--- src/rtl/gs_uop_pkg.sv ---
package gs_uop_pkg;
  typedef enum logic [1:0] {
    UOP_COPY = 2'd0,
    UOP_ELEM = 2'd1,
    UOP_WB   = 2'd2
  } uop_kind_e;

  typedef enum logic [1:0] {
    ST_IDLE = 2'd0,
    ST_COPY = 2'd1,
    ST_ELEM = 2'd2,
    ST_WB   = 2'd3
  } seq_state_e;
endpackage

--- src/rtl/gs_elem_count.sv ---
module gs_elem_count #(
  parameter int LEN_W = 4,
  localparam int CNT_W = LEN_W + 5
) (
  input  logic [LEN_W-1:0] len_i,
  input  logic [1:0]       esz_i,
  output logic [CNT_W-1:0] cnt_o
);
  logic [CNT_W-1:0] bytes;
  always_comb begin
    bytes = (CNT_W'(len_i) + CNT_W'(1)) << 4;
    cnt_o = bytes >> esz_i;
  end
endmodule

--- src/rtl/gs_uop_fsm.sv ---
module gs_uop_fsm
  import gs_uop_pkg::*;
#(
  parameter int CNT_W = 9
) (
  input  logic             clk_i,
  input  logic             rst_ni,
  input  logic             start_i,
  input  logic             start_load_i,
  input  logic             ff_i,
  input  logic [CNT_W-1:0] cnt_i,
  input  logic             fire_i,
  output seq_state_e       state_o,
  output logic [CNT_W-1:0] idx_o,
  output logic             first_o,
  output logic             last_o
);
  logic at_end;
  assign at_end = (idx_o == cnt_i - CNT_W'(1));

  always_ff @(posedge clk_i or negedge rst_ni) begin
    if (!rst_ni) begin
      state_o <= ST_IDLE;
      idx_o   <= '0;
      first_o <= 1'b0;
    end else if (start_i) begin
      state_o <= start_load_i ? ST_COPY : ST_ELEM;
      idx_o   <= '0;
      first_o <= 1'b1;
    end else if (fire_i) begin
      first_o <= 1'b0;
      unique case (state_o)
        ST_COPY: state_o <= ST_ELEM;
        ST_ELEM: begin
          if (at_end) state_o <= ff_i ? ST_WB : ST_IDLE;
          else        idx_o   <= idx_o + CNT_W'(1);
        end
        ST_WB:   state_o <= ST_IDLE;
        default: state_o <= ST_IDLE;
      endcase
    end
  end

  assign last_o = (state_o == ST_WB) || (state_o == ST_ELEM && at_end && !ff_i);
endmodule

--- src/rtl/gs_uop_seq.sv ---
module gs_uop_seq
  import gs_uop_pkg::*;
#(
  parameter int LEN_W  = 4,
  parameter int REG_W  = 5,
  parameter int PRED_W = 4,
  localparam int CNT_W = LEN_W + 5
) (
  input  logic              clk_i,
  input  logic              rst_ni,
  input  logic              req_valid_i,
  output logic              req_ready_o,
  input  logic [LEN_W-1:0]  req_len_i,
  input  logic [1:0]        req_esz_i,
  input  logic              req_load_i,
  input  logic              req_ff_i,
  input  logic              req_mode_i,
  input  logic [REG_W-1:0]  req_dst_i,
  input  logic [PRED_W-1:0] req_pred_i,
  input  logic [REG_W-1:0]  req_base_i,
  input  logic [REG_W-1:0]  req_ofs_i,
  input  logic              req_ofs32_i,
  input  logic              req_ofs_sgn_i,
  input  logic              req_ofs_scl_i,
  output logic              err_o,
  output logic              uop_valid_o,
  input  logic              uop_ready_i,
  output logic [1:0]        uop_kind_o,
  output logic [CNT_W-1:0]  uop_idx_o,
  output logic [CNT_W-1:0]  uop_cnt_o,
  output logic              uop_ff_o,
  output logic              uop_first_o,
  output logic              uop_last_o,
  output logic              uop_dcommit_o,
  output logic              uop_aux_o,
  output logic [REG_W-1:0]  uop_vsrc_o,
  output logic [REG_W-1:0]  uop_base_o,
  output logic [REG_W-1:0]  uop_dst_o,
  output logic [PRED_W-1:0] uop_pred_o,
  output logic              uop_ofs32_o,
  output logic              uop_ofs_sgn_o,
  output logic              uop_ofs_scl_o
);
  logic [CNT_W-1:0]  new_cnt, h_cnt, idx;
  logic              h_load, h_ff, h_mode, h_o32, h_osg, h_osc;
  logic [REG_W-1:0]  h_dst, h_base, h_ofs;
  logic [PRED_W-1:0] h_pred;
  logic              accept, refuse, start, fire, first, last, is_elem;
  seq_state_e        state;

  gs_elem_count #(.LEN_W(LEN_W)) u_cnt (
    .len_i (req_len_i),
    .esz_i (req_esz_i),
    .cnt_o (new_cnt)
  );

  assign fire   = uop_valid_o && uop_ready_i;
  assign accept = req_valid_i && req_ready_o;
  assign refuse = !req_load_i && req_ff_i;
  assign start  = accept && !refuse;
  // next request may enter on the hand-off of the final micro-op
  assign req_ready_o = (state == ST_IDLE) || (fire && last);

  gs_uop_fsm #(.CNT_W(CNT_W)) u_fsm (
    .clk_i        (clk_i),
    .rst_ni       (rst_ni),
    .start_i      (start),
    .start_load_i (req_load_i),
    .ff_i         (h_ff),
    .cnt_i        (h_cnt),
    .fire_i       (fire),
    .state_o      (state),
    .idx_o        (idx),
    .first_o      (first),
    .last_o       (last)
  );

  always_ff @(posedge clk_i or negedge rst_ni) begin
    if (!rst_ni) begin
      err_o  <= 1'b0;
      h_cnt  <= '0;
      h_load <= 1'b0;
      h_ff   <= 1'b0;
      h_mode <= 1'b0;
      h_o32  <= 1'b0;
      h_osg  <= 1'b0;
      h_osc  <= 1'b0;
      h_dst  <= '0;
      h_base <= '0;
      h_ofs  <= '0;
      h_pred <= '0;
    end else begin
      err_o <= accept && refuse;
      if (start) begin
        h_cnt  <= new_cnt;
        h_load <= req_load_i;
        h_ff   <= req_ff_i;
        h_mode <= req_mode_i;
        h_o32  <= req_ofs32_i;
        h_osg  <= req_ofs_sgn_i;
        h_osc  <= req_ofs_scl_i;
        h_dst  <= req_dst_i;
        h_base <= req_base_i;
        h_ofs  <= req_ofs_i;
        h_pred <= req_pred_i;
      end
    end
  end

  assign is_elem = (state == ST_ELEM);

  always_comb begin
    unique case (state)
      ST_COPY: uop_kind_o = UOP_COPY;
      ST_WB:   uop_kind_o = UOP_WB;
      default: uop_kind_o = UOP_ELEM;
    endcase
  end

  assign uop_valid_o   = (state != ST_IDLE);
  assign uop_idx_o     = is_elem ? idx : '0;
  assign uop_cnt_o     = h_cnt;
  assign uop_ff_o      = h_ff;
  assign uop_first_o   = first;
  assign uop_last_o    = last;
  assign uop_dcommit_o = !last;
  assign uop_aux_o     = is_elem && h_load;
  assign uop_vsrc_o    = h_mode ? h_ofs : h_base;
  assign uop_base_o    = h_base;
  assign uop_dst_o     = h_dst;
  assign uop_pred_o    = h_pred;
  assign uop_ofs32_o   = is_elem && h_mode && h_o32;
  assign uop_ofs_sgn_o = is_elem && h_mode && h_osg;
  assign uop_ofs_scl_o = is_elem && h_mode && h_osc;
endmodule

--- config.mk ---
export PLATFORM = sky130hd
export DESIGN_NAME = gs_uop_seq
export DESIGN_NICKNAME = d
export VERILOG_FILES = /design/src/rtl/gs_uop_pkg.sv /design/src/rtl/gs_elem_count.sv /design/src/rtl/gs_uop_fsm.sv /design/src/rtl/gs_uop_seq.sv
export SDC_FILE = /design/constraint.sdc
export NUM_CORES = 1
export LEC_CHECK = 0
export BUFFER_PORTS_ARGS = -buffer_cell sky130_fd_sc_hd__buf_4
export CAP_MARGIN = 10
export CORE_MARGIN = 5
export CORE_UTILIZATION = 35
export CTS_CLUSTER_DIAMETER = 60
export CTS_CLUSTER_SIZE = 12
export DETAILED_ROUTE_END_ITERATION = 7
export GPL_ROUTABILITY_DRIVEN = 0
export SETUP_SLACK_MARGIN = 0.05
export SYNTH_ARGS = -nofsm -noshare
export SYNTH_HDL_FRONTEND = slang
export SYNTH_SLANG_ARGS = --single-unit
--- constraint.sdc ---
create_clock -name clk_i -period 4.8 [get_ports clk_i]
set_clock_uncertainty 0.1 [all_clocks]
set_input_delay 0.96 -clock clk_i [delete_from_list [all_inputs] [get_ports clk_i]]
set_output_delay 0.96 -clock clk_i [all_outputs]
set_load 0.03 [all_outputs]
# Word-level counts from Yosys, hierarchy flattened
# Cells that the tools add are included.
# word_totals
out_inout_bits,50
ff_bits,47
in_bits,35
# op_classes
n_eq_ne,6
mux,15
addsub,3
shifts,1
reduce_logical,25
# op_table
cell,n
$mux W9,5
$logic_and A1 B1 Y1,13
$mux W2,5
$add A9 B1 Y9 const B,1
$eq A9 B9 Y1,1
$shr A9 B2 Y9,1
$sub A9 B1 Y9 const B,1
$pmux W2 S2,2
$reduce_bool A2 Y1,3
$add A4 B1 Y5 const B,1
$mux W5,1
$eq A2 B2 Y1 const B,2
$logic_not A1 Y1,4
$ne A3 B2 Y1 const B,1
$reduce_and A3 Y1,1
$eq A2 B1 Y1 const B,1
$logic_not A2 Y1,1
$logic_or A1 B1 Y1,2
$mux W1,2
$ne A2 B2 Y1 const B,1
$reduce_and A2 Y1,1

# Depth between registers and ports, before layout
# Gate-level depths: netlist of the first run.
# depth
word_depth,11
mapped_depth,10
depth_no_buf,8

# Modules after synthesis
# A second synthesis of the first run with hierarchy kept.
# hier_totals
hier_cells,282
area_unflattened_um2,3039.2
# by_module_without_submodules
module,seq_area_each_um2,cells_each,n_inst,area_each_um2
gs_uop_seq,875.8,106,1,1647.8
gs_uop_fsm,300.3,139,1,1154.9
gs_elem_count,0.0,37,1,236.5

# Least setup slack after synthesis of the first run
# Ideal clock, no wire load.
# synth_path
kind,flip-flop to output port
start,"register h_cnt[1], in the netlist uop_cnt_o[1]"
end,output port req_ready_o
path_slack_ps,791
path_stages_with_launch,10
t_required_ps,3740
n_path_buf,1
arrival_time_ps,2949
cell_sequence,dfrtp_1 -> inv_1 -> ha_1 -> xnor3_1 -> and4_1 -> o2111ai_2 -> a21oi_2 -> buf_6 -> a21oi_1 -> o21ai_0
# synth_via
elab_chain_len,7
# synth_lines
item,line_no,rtl
start: declaration,gs_uop_seq.sv:44,"logic [CNT_W-1:0] new_cnt, h_cnt, idx;"
start signal: assignment,gs_uop_seq.sv:95,h_cnt <= new_cnt;
$sub A9 B1 Y9,gs_uop_fsm.sv:19,assign at_end = (idx_o == cnt_i - CNT_W'(1));
$eq A9 B9 Y1,gs_uop_fsm.sv:19,
$logic_and A1 B1 Y1 (2 in series),gs_uop_fsm.sv:44,assign last_o = (state_o == ST_WB) || (state_o == ST_ELEM && at_end && !ff_i);
$logic_or A1 B1 Y1,gs_uop_fsm.sv:44,
$logic_and A1 B1 Y1,gs_uop_seq.sv:62,assign req_ready_o = (state == ST_IDLE) || (fire && last);
$logic_or A1 B1 Y1,gs_uop_seq.sv:62,
end: declaration,gs_uop_seq.sv:12,"output logic req_ready_o,"
# No other way between the ends.

# Worst setup path after layout of the first run
# Same ends and word-level chain as after synthesis.

==> results of run 1 <==
-- final cells by class --
cell class	instances	area [um^2]
multi-input combinational	191	1450
clock buffer	5	68.8
sequential	46	1150
inverter	11	41.3
timing repair buffer	84	631
tap	102	128
fill	762	4150
clock inverter	3	25.0
-- worst max-delay path, delay by kind of cell (launching register included) --
kind | cells | cell delay (ns)
AOI/OAI and AO/OA | 4 | 0.56
and+or+nand+nor | 1 | 0.23
adders and majority gates | 1 | 0.27
DFF | 1 | 0.46
xor gates and xnor gates | 1 | 0.37
buffers and inverters | 3 | 0.51
-- Yosys cell counts, drive strengths merged (2+ instances only) --
master and n:
a21o 3, nand3b 2, o31ai 6, nor3b 3, or4 5, nand2b 4
dfrtp 46, nor2 8, nand4 2, xnor2 5, xor2 5, o21a 2
nor3 4, and3 7, or3 4, inv 11, o21ai 14, nand2 14
nand3 9, a21oi 16, buf 8, nor2b 4, clkbuf 4, ha 8
mux2i 5, and2 10, mux2 34
-- logic make-up (layout without fill, tap and decap cells) --
group | Yosys count | in the layout | share of synthesized area
other | 1 | 1 | 0.00137
buffers and inverters | 23 | 103 | 0.0476
XOR/XNOR | 11 | 11 | 0.0403
flip-flops | 46 | 46 | 0.421
AO/OA/AOI/OAI | 51 | 51 | 0.126
AND/OR/NAND/NOR | 81 | 81 | 0.168
adder cells (fa/ha/maj) | 8 | 8 | 0.0366
multiplexers | 39 | 39 | 0.158
-- flip-flops by register name, indices dropped and copies added (netlist names) --
register and flops:
uop_dst_o 5, h_osc 1, uop_ff_o 1, h_ofs 5, uop_pred_o 4, h_osg 1, u_fsm.first_o 1, h_mode 1
h_load 1, u_fsm.idx_o 9, u_fsm.state_o 2, err_o 1, h_o32 1, uop_base_o 5, uop_cnt_o 8
-- where the power goes --
part / total [mW] / switching [mW] / internal, mW
clock: 0.250 / 0.145 / 0.105
sequential: 0.683 / 0.141 / 0.542
combinational: 1.17 / 0.681 / 0.485
total: 2.10 / 0.967 / 1.13
-- per-layer routing --
metal / up-vias / global-route usage / share of wire
li1: 1091 / - / -
met1: 1053 / 0.177 / 0.46
met2: 61 / 0.215 / 0.45
met3: 4 / 0.0550 / 0.087
met4: 0 / 0.0221 / 0.0050
met5: - / 0 / 0
-- stage by stage --
stage	utilization	instance area (um^2)
2_1_floorplan	-	2730
3_3_place_gp	0.445	3400
3_5_place_dp	0.445	3400
4_1_cts	0.457	3500
5_1_grt	0.457	3500
6_report	0.457	3500
-- final timing paths --
| kind | endpoint | slack [ns] | cells past startpoint |
|---|---|---|---|
| setup reg to reg | uop_cnt_o[3] | 1.71 | 8 |
| setup / recovery | req_ready_o | 1.05 | 10 |
| max in group asynchronous | uop_ff_o | 3.64 | 1 |
| hold reg to reg | h_load | 0.38 | 1 |
| min in group asynchronous | u_fsm.first_o | 0.55 | 1 |
| hold / removal | h_load | 0.38 | 1 |
==> results.cfg, run 1 <==
[synthesis]
yosysTopAreaCell = dfrtp_1
synth-seq-cells = 46
synth-main-ff-cell = dfrtp_1
yosys.cell_types.count = 51
synth_async_sr_flop_share = 1.00
avgSynthCellArea_um2 = 10.5
syn_inst = 260
synth.area.top_cells = dfrtp_1 42%, mux2_1 12%, ha_1 3.7%
yosys_warnings = 0
synth_edf_count = 0
syn-num-nets = 303
synth_area_mm2 = 0.00273
yosysTopAreaCellShare = 0.421
ys_seq_area_frac = 0.421

[power]
leakagePower_nw = 1.62
vdd_drop_max_v = 0.000488
power_density_mw_per_mm2 = 601
finalPower_mw = 2.10

[status]
outcome = finished, final reports clean

[cts]
cts.reportedPaths.clkPinSlew_ns = 0.09
htree_levels = 2
cts_root_buf = clkbuf_8
cts_buffer_depth = 2
cts_sinks = 46
insertion_delay_ns = 0.30
numCtsBuffers = 5
cts_hold_buf = 0
cts_resized = 0
cts_tree = done
postCtsSetupRepairBufs = 0

[sta]
grt_setup_unrepaired = false
finalMaxSlewViolations = 0
tightestPinTransition_ns = 0.639
finalSetupViolCount = 0
period_needed_ns = 3.75
post-route-period-util = 0.781
slew_headroom = 0.574
holdWs_ns = 0.383
fmax_mhz = 267
hold_violations = 0
setup_ws_ns = 1.05
fin_tns_setup_ns = 0

[routing]
via_per_inst = 5.00
ant_nets = 0
wirelength_um = 6450
routed_wire_length_per_instance_um = 14.6
vias = 2209
drc = 0
drt-initial-drc-count = 84
dr.pass1.iters = 4

[setup_path]
slowest_stage = dfrtp_1
crit_top_cell = buf_4
endpoint_kind = output port
cp_max_fo = 22
critPathKind = flip-flop to output port
timing.rr.start = uop_cnt_o[1]
worstPathArrival_ns = 2.69
path_cells = inv_1, ha_1, xnor3_1, and4_1, o2111ai_2, a21oi_2, buf_4, a21oi_1, o21ai_0, buf_4
cp-start-kind = flip-flop
max_stage_delay_ns = 0.46
critPathRequiredTime_ns = 3.74
crit_start = uop_cnt_o[1]

[die]
die_area_mm2 = 0.00967
die_w_um = 98.4
core_area_mm2 = 0.00765
start_util = 0.357
die_h_um = 98.4
floorplan.rows = 32
pin_count = 85

[global_routing]
grt.total_usage = 0.135
grt_max_degree = 47
antenna_found_initial = 0
grt_pass1_wl_um = 10900
grt-ovfl-total = 0
grt_pass1_vias = 2261

[layout]
layout_common_cells = 84 x buf_4, 46 x dfrtp_1, 28 x mux2_1
nets = 382
antenna-diode-count = 0
final_common_cell = buf_4
layout-drive-gt1-share = 0.309
syn_to_final_growth_pct = 27.9
layoutNonFillerInstCount = 442

[placed_design]
dpl.cell_count = 434
dp_hpwl_um = 4880
dp_slack_ns = 1.36
port_buffers = 83

[run]
cap_violations = 0

[worst_hold_path]
hold_class = flip-flop to flip-flop
holdCritStartpoint = h_load
Note: power is estimated with default switching activity, not from simulation.
==> run 2: changes to the inputs <==
--- a/config.mk
+++ b/config.mk
@@ -5,6 +5,7 @@
 export SDC_FILE = /design/constraint.sdc
 export NUM_CORES = 1
 export LEC_CHECK = 0
+export ABC_AREA = 1
 export BUFFER_PORTS_ARGS = -buffer_cell sky130_fd_sc_hd__buf_4
 export CAP_MARGIN = 10
 export CORE_MARGIN = 5
==> constraint.sdc (replaced) <==
create_clock -name clk_i -period 3.8 [get_ports clk_i]
set_clock_uncertainty 0.1 [all_clocks]
set_input_delay 0.76 -clock clk_i [delete_from_list [all_inputs] [get_ports clk_i]]
set_output_delay 0.76 -clock clk_i [all_outputs]
set_load 0.03 [all_outputs]
==> results.cfg, run 2 <==
[layout]
regMostFlops = u_fsm.idx_o
syn_to_final_growth_pct = 27.8
nets = 505
antenna-diode-count = 0
layoutNonFillerInstCount = 565
stdcell_area_mm2 = 0.00346
fillers = 808
multiInputGateArea_mm2 = 0.00125
layout-drive-gt1-share = 0.220
layout_common_cells = 153 x nand2_1, 84 x buf_4, 51 x inv_1
seqCellArea_mm2 = 0.00115
post-route-util = 0.453
largest_reg_flops = 9
final_common_cell = nand2_1

[status]
outcome = finished, final reports clean

[synthesis]
synth_top_cells_by_count = 153 x nand2_1, 51 x inv_1, 46 x dfrtp_1
yosys_warnings = 0
yosysTopAreaCell = dfrtp_1
synth_async_sr_flop_share = 1.00
synth.most_common_cell = nand2_1
syn_inst = 386
yosys.cell_types.count = 26
syn-num-nets = 429
synth_edf_count = 0
synth-main-ff-cell = dfrtp_1
synth-seq-cells = 46
synth_area_mm2 = 0.00271
avgSynthCellArea_um2 = 7.02
yosysTopAreaCellShare = 0.425
synth.area.top_cells = dfrtp_1 42%, nand2_1 21%, inv_1 7.1%
ys_seq_area_frac = 0.425

[placed_design]
dp_hpwl_um = 5190
dp_slack_ns = 0.994
post_dp_cell_area_mm2 = 0.00337
port_buffers = 83
dpl.cell_count = 557

[setup_path]
critPathRequiredTime_ns = 2.94
reg2reg_setup_slack_ns = 1.00
crit_start = uop_cnt_o[1]
timing.rr.start = uop_cnt_o[1]
endpoint_kind = output port
crit_path_end = req_ready_o
cp_max_fo = 5
worstPathArrival_ns = 2.27
r2r_end = uop_cnt_o[8]
reg2regPathDepth = 18
cp-start-kind = flip-flop
critPathKind = flip-flop to output port

[run]
cap_violations = 0

[global_routing]
grt_pass1_vias = 2602
grt_pass1_wl_um = 11600
grt_max_degree = 47
grt-ovfl-total = 0
grt.total_usage = 0.145
antenna_found_initial = 0

[die]
floorplan.rows = 32
die_h_um = 98.0
core_area_mm2 = 0.00765
start_util = 0.354
pin_count = 85
die_area_mm2 = 0.00960
die_w_um = 98.0

[cts]
cts_hold_buf = 0
cts_buffer_depth = 2
cts.reportedPaths.clkPinSlew_ns = 0.08
htree_levels = 2
cts_tree = done
cts_resized = 0
cts_root_buf = clkbuf_8
insertion_delay_ns = 0.30
cts_sinks = 46
postCtsSetupRepairBufs = 0
numCtsBuffers = 5

[routing]
via_per_inst = 4.53
routed_wire_length_per_instance_um = 11.9
drc = 0
vias = 2559
ant_nets = 0
drt-initial-drc-count = 122
wirelength_um = 6730
dr.pass1.iters = 4

[worst_hold_path]
hold_class = input port to async pin

[sta]
finalMaxSlewViolations = 0
setup_ws_ns = 0.674
hold_violations = 0
fmax_mhz = 320
period_needed_ns = 3.13
post-route-period-util = 0.823
fin_tns_setup_ns = 0
grt_setup_unrepaired = false
holdWs_ns = 0.359
finalSetupViolCount = 0
slew_headroom = 0.519
tightestPinTransition_ns = 0.719

[power]
power_density_mw_per_mm2 = 759
leakagePower_nw = 1.99
finalPower_mw = 2.63
vdd_drop_max_v = 0.000360
## run 2: cell count changes in the layout (fill, tap and decap cells not counted), sizes merged, moves of 6 or more
cell and delta:
a21oi -16, and2 -10, and3 -7, inv +43, mux2 -34, nand2 +142
nand3 +20, nor2 +15, o21ai +21, o31ai -6
## run 2: layer usage
layer	part of all wire	up-vias	GRT usage
met5	0	-	0
met4	0.0097	0	0.0415
met3	0.074	7	0.0493
met2	0.45	72	0.243
met1	0.47	1144	0.179
li1	-	1336	-
## run 2: cells by family after synthesis
| group | after synthesis | synth area share |
|---|---|---|
| and+or+nand+nor | 218 | 0.334 |
| buffers and inverters | 70 | 0.112 |
| DFF | 46 | 0.425 |
| AOI/OAI and AO/OA | 36 | 0.0674 |
| adders and majority gates | 8 | 0.0369 |
| xor gates and xnor gates | 6 | 0.0194 |
| other | 1 | 0.00138 |
| muxes | 1 | 0.00369 |
## run 2: power by group
group	switching, mW	total [mW]	internal [mW]	leakage [nW]
Combinational	0.973	1.49	0.512	1.35
Sequential	0.165	0.839	0.674	0.589
Clock	0.160	0.307	0.147	0.0482
## run 2: area by class of cell
class / instances / share of cell area
timing repair buffer: 84 / 0.182
clock inverter: 1 / 0.00144
inverter: 55 / 0.0603
tap: 102 / 0.0368
sequential: 46 / 0.332
clock buffer: 7 / 0.0249
multi-input combinational: 270 / 0.362
## run 2: worst min-delay path by stage
stage	startpoint	to	slack (ns)
final	rst_ni	u_fsm.idx_o[8]	0.36
after global routing	rst_ni	uop_cnt_o[8]	0.41
after CTS	rst_ni	h_osg	0.39
after detailed placement	uop_dst_o[1]	uop_dst_o[1]	0.37
after global placement	h_ofs[3]	h_ofs[3]	0.36
after floorplan	h_load	h_load	0.34
## run 2: worst max-delay path, cell delays in order (launching register included)
cell and delay [ns]:
dfrtp_1 0.42, inv_1 0.15, ha_1 0.22, nand2_1 0.11
nor2_2 0.11, nand2_1 0.06, nand2_1 0.07, nand2_1 0.05
nand2_1 0.05, nand2_1 0.04, nor2_1 0.15, nand3_1 0.11
nand2_2 0.11, nand2_2 0.06, nand2_4 0.08, buf_4 0.16
